[config.mk]
export PLATFORM = sky130hd
export DESIGN_NAME = sio_buf_flags
export DESIGN_NICKNAME = d
export VERILOG_FILES = /design/src/rtl/sio_buf_flags.sv
export SDC_FILE = /design/constraint.sdc
export NUM_CORES = 1
export LEC_CHECK = 0
export CAP_MARGIN = 25
export CORE_ASPECT_RATIO = 1.5
export CORE_UTILIZATION = 35
export DETAILED_ROUTE_END_ITERATION = 10
export MAX_ROUTING_LAYER = met4
export SKIP_LAST_GASP = 1
export SLEW_MARGIN = 25
export SYNTH_ARGS = -nofsm -noshare
export SYNTH_HDL_FRONTEND = slang
export SYNTH_SLANG_ARGS = --single-unit
[constraint.sdc]
create_clock -name clk -period 3.1 [get_ports clk]
set_clock_uncertainty 0.15 [all_clocks]
set_input_delay 0.93 -clock clk [delete_from_list [all_inputs] [get_ports clk]]
set_output_delay 0.93 -clock clk [all_outputs]
set_load 0.005 [all_outputs]
[src/rtl/sio_buf_flags.sv]
module sio_buf_flags #(
  parameter int DATA_W = 8
) (
  input  logic              clk,
  input  logic              rst_n,
  input  logic [1:0]        cpu_addr,
  input  logic              cpu_wr,
  input  logic              cpu_rd,
  input  logic [DATA_W-1:0] cpu_wdata,
  output logic [DATA_W-1:0] cpu_rdata,
  input  logic              tx_idle,
  output logic              tx_load,
  output logic [DATA_W-1:0] tx_byte,
  input  logic              rx_done,
  input  logic [DATA_W-1:0] rx_char,
  input  logic              rx_frame_err,
  input  logic              rx_parity_err
);
  localparam int NFLAG = 5;
  localparam int FLAG_LSB = 8 - NFLAG;

  logic [DATA_W-1:0] tdr_q, rdr_q;
  logic [NFLAG-1:0]  flg_q, flg_d, arm_q, clr, set;
  logic              wr_tdr, wr_st, rd_st;

  wire tdre = flg_q[4];
  wire rdrf = flg_q[3];
  wire oer  = flg_q[2];
  wire fer  = flg_q[1];
  wire per  = flg_q[0];

  assign wr_tdr = cpu_wr && cpu_addr == 2'd0;
  assign wr_st  = cpu_wr && cpu_addr == 2'd2;
  assign rd_st  = cpu_rd && cpu_addr == 2'd2;

  assign tx_load = tx_idle && !tdre;
  assign tx_byte = tdr_q;

  assign clr = {NFLAG{wr_st}} & arm_q & ~cpu_wdata[7:FLAG_LSB];
  assign set = {tx_load && !wr_tdr,
                rx_done && !rdrf,
                rx_done && rdrf,
                rx_done && rx_frame_err,
                rx_done && rx_parity_err};
  assign flg_d = (flg_q & ~clr & ~{wr_tdr, {NFLAG-1{1'b0}}}) | set;

  always_ff @(posedge clk or negedge rst_n) begin
    if (!rst_n) begin
      flg_q <= {1'b1, {NFLAG-1{1'b0}}};
      arm_q <= '0;
      tdr_q <= '0;
      rdr_q <= '0;
    end else begin
      flg_q <= flg_d;
      arm_q <= (arm_q | (rd_st ? flg_q : '0)) & flg_d;
      if (wr_tdr) tdr_q <= cpu_wdata;
      if (rx_done && !rdrf) rdr_q <= rx_char;
    end
  end

  always_comb begin
    cpu_rdata = '0;
    case (cpu_addr)
      2'd0: cpu_rdata = tdr_q;
      2'd1: cpu_rdata = rdr_q;
      2'd2: cpu_rdata[7:0] = {flg_q, {FLAG_LSB{1'b0}}};
      default: cpu_rdata = '0;
    endcase
  end

  p_tdr_write_clears_r2: assert property (@(posedge clk) disable iff (!rst_n)
    wr_tdr |=> !tdre && tdr_q == $past(cpu_wdata));

  p_handover_sets_empty_r3: assert property (@(posedge clk) disable iff (!rst_n)
    tx_load && !wr_tdr && !wr_st |=> tdre);

  p_copy_sets_full_r4: assert property (@(posedge clk) disable iff (!rst_n)
    rx_done && !rdrf |=> rdrf && rdr_q == $past(rx_char));

  p_errors_flagged_r7: assert property (@(posedge clk) disable iff (!rst_n)
    rx_done |=> (fer || !$past(rx_frame_err)) && (per || !$past(rx_parity_err))
                && (oer || !$past(rdrf)));

  p_overrun_drops_r6: assert property (@(posedge clk) disable iff (!rst_n)
    rx_done && rdrf && !wr_st |=> rdrf && oer && $stable(rdr_q));

  p_write_one_keeps_r8: assert property (@(posedge clk) disable iff (!rst_n)
    wr_st && cpu_wdata[7:FLAG_LSB] == {NFLAG{1'b1}} && !wr_tdr |=> $countones(flg_q) >= $countones($past(flg_q)) - 1 && (rdrf || !$past(rdrf)));

  p_read_keeps_full_r9: assert property (@(posedge clk) disable iff (!rst_n)
    cpu_rd && cpu_addr == 2'd1 && rdrf |=> rdrf);

  p_status_idle_bits_r10: assert property (@(posedge clk) disable iff (!rst_n)
    cpu_addr == 2'd2 |-> cpu_rdata[FLAG_LSB-1:0] == '0);
endmodule

==> reports/qor.csv <==
stage;metric;value;unit
drt;post_drt_wl_per_cell;14.23;µm
synthesis;synthFlopType;dfrtp_1;
drt;wl;2860;µm
cts;cts_tree;done;
timing;worst_pin_slew;336.5;ps
die;die-area;3845;µm²
synthesis;synthTopCellsByArea;dfrtp_1 (50%), mux2_2 (14%), mux2i_1 (6.4%), nand2_1 (4.5%), o21ai_0 (3.6%);
critical_path;rrSetupSlack;1680;ps
run_status;status;complete, no violations;
min_path;worstHoldStart;arm_q[2]$_DFF_PN0_;
drt;dr.pass1.iters;3;
cells_and_area;fin_util;52.78;%
cells_and_area;diodes;0;
cts;cts_buffer_depth;2;
critical_path;reg2reg_from;flg_q[3]$_DFF_PN0_;
cts;hold_buffers;0;
cts;h-tree-depth;1;
timing;hold_viol;0;
cts;cts-buffers-inserted;3;
power;leakagePower;0.0007931;µW
die;rows;26;
min_path;min_to;arm_q[2]$_DFF_PN0_;
critical_path;worst-path-max-fanout;3;
global_route;grt_max_degree;27;
global_route;grt_pass1_vias;1047;
power;vdd_drop_max;0.0002887;V
timing;post-route-period-util;97.08;%
die;ios;43;
critical_path;worstPathCellList;dlygate4sd2_1 -> and2b_2 -> buf_4 -> nand2_1 -> o21ai_0 -> dlygate4sd2_1;
synthesis;yosysSeqAreaShare;51.79;%
drt;final_antenna_net_count;0;
synthesis;synth-edff-count;0;
cells_and_area;layout-drive-gt1-share;22.64;%
cells_and_area;seq_area;651.9;µm²
drt;dr.first_iter.drc_count;11;
critical_path;endpoint_kind;primary output;
timing;holdWs;342.1;ps
synthesis;yosys_warnings;0;
global_route;grt_pass1_wl;4616;µm
timing;relSlewSlack;77.56;%
critical_path;setup.worst_path.class;in2out;
synthesis;synth.top_cell.area_share;49.70;%
global_route;antenna_found_initial;0;
critical_path;crit_arrival;1930;ps
synthesis;synth_fp_nets;134;
critical_path;cp_slowest_cell;dlygate4sd2_1;
cts;cts.reportedPaths.clkPinSlew;80;ps
global_route;grt_remaining_overflow;0;
global_route;grt_use_total;16.64;%
cts;clock_latency;260;ps
timing;rsz0062_at_grt;false;
timing;clock.fmax;0.3323;GHz
synthesis;async_reset_ff_share;100.0;%
synthesis;synth_top_cell_by_area;dfrtp_1;
critical_path;crit_required;2020;ps
die;die_w;50.97;µm
drt;vias;1013;
min_path;hold_path_class;reg2reg;
synthesis;syn_area_per_cell;11.65;µm²
synthesis;syn-cell-area;1259;µm²
die;die_y;75.45;µm
drt;vias_per_cell;5.040;
timing;setup_viol;0;
drt;drcViolationCount;0;
critical_path;start_kind;primary input;
cells_and_area;fillerInstances;326;
timing;finalMaxSlewViolations;0;
die;start_util;36.85;%
critical_path;crit_top_cell;dlygate4sd2_1;
synthesis;netlist_top_cells_count;dfrtp_1 (25), mux2_2 (16), nand2_1 (15);
cells_and_area;syn2layout_area_growth;43.24;%
placed_design;io_buffers;42;
synthesis;synth_seq_cells;26;
synthesis;syn_inst;108;
critical_path;r2r_cells;2;
job;maxCapViolations;0;
cts;cts.sinks;26;
power;power_density;555.7;nW/µm²
cts;cts-root-buf;clkbuf_8;
placed_design;gp_congestion;0.7518;
min_path;hold_depth;1;
placed_design;dpl.hpwl;2239;µm
synthesis;synth_most_common_cell;dfrtp_1;
cells_and_area;multi_input_area;564.3;µm²
critical_path;cpPeakStageDelay;270;ps
critical_path;rr_endpoint;rdr_q[7]$_DFFE_PN0P_;
synthesis;yosysUniqueCellTypes;28;
timing;finalCriticalPeriod;3009;ps
die;core;3416;µm²
cells_and_area;final_nets;186;
worst max-delay path by stage:
stage / endpoint / startpoint / cells after the start / slack (ps)
after floorplan: cpu_rdata[6] / cpu_addr[0] / 4 / 570
after global placement: cpu_rdata[3] / cpu_addr[0] / 5 / -360
after detailed placement: cpu_rdata[4] / cpu_addr[0] / 5 / -370
after CTS: cpu_rdata[4] / cpu_addr[0] / 6 / 20
after global routing: cpu_rdata[4] / cpu_addr[1] / 6 / 20
final: cpu_rdata[4] / cpu_addr[1] / 6 / 90
power breakdown:
group / internal [µW] / switching [µW]
registers: 441 / 68.7
clock network: 91.7 / 100
logic: 195 / 105
through the flow:
| step | TNS (ps) | area (µm²) | instances | power (µW) | setup WS (ps) |
|---|---|---|---|---|---|
| floorplan | 0 | 1259 | 108 | 664.5 | 572.7 |
| global placement | -2489 | 1744 | 194 | 822.0 | -357.9 |
| detailed placement | -2605 | 1744 | 194 | 835.3 | -375.0 |
| CTS | 0 | 1807 | 201 | 1018 | 20.03 |
| global route | 0 | 1803 | 201 | 1073 | 21.40 |
| finish | 0 | 1803 | 201 | 1002 | 90.63 |
state kept, by name (all words and copies together) (netlist names):
signal	cells
rdr_q	8
flg_q	5
arm_q	5
tx_byte	8
cells in the final DEF (no fill, tap or decap), types with 2 or more instances in the layout:
master	n
mux2i_1	8
a31oi_1	2
o21ai_0	7
o21ai_1	2
buf_4	8
clkbuf_8	3
a21oi_1	3
clkdlybuf4s50_1	31
o221ai_1	2
buf_6	2
mux2_2	16
dfrtp_1	25
nand2_1	15
dlygate4sd2_1	10
nor2_1	5
nand2b_1	3
nand3_1	2
metal layers:
metal	GRT usage [%]	vias to the layer above	wire length (µm)
li1	-	482	-
met1	18.42	514	1164
met2	30.41	15	1597
met3	2.196	2	75
met4	5.556	0	23
met5	-	-	0
cell families after synthesis:
| group | count (synthesis) | synth area share, % |
|---|---|---|
| AND/OR/NAND/NOR | 34 | 15.51 |
| flip-flops | 26 | 51.79 |
| multiplexers | 24 | 20.68 |
| AO/OA/AOI/OAI | 18 | 8.548 |
| buffers and inverters | 6 | 3.478 |
layout make-up:
class                           count  share of cell area, %
Clock buffer                        4                  2.498
Inverter                            1                 0.2082
Multi-Input combinational cell     76                  31.30
Sequential cell                    26                  36.16
Tap cell                           42                  2.915
Timing Repair Buffer               52                  26.93
worst max-delay path, delay by kind of cell:
kind	cells	cell delay [ps]
simple gates	2	270
buf+inv	3	650
compound gates	1	80
timing repair:
item	4_1_cts	5_1_grt
gates resized for setup	16	2
setup buffers	3	0
setup endpoints to repair	9	5
gates cloned	0	0
Note: power is estimated with default switching activity, not from simulation.
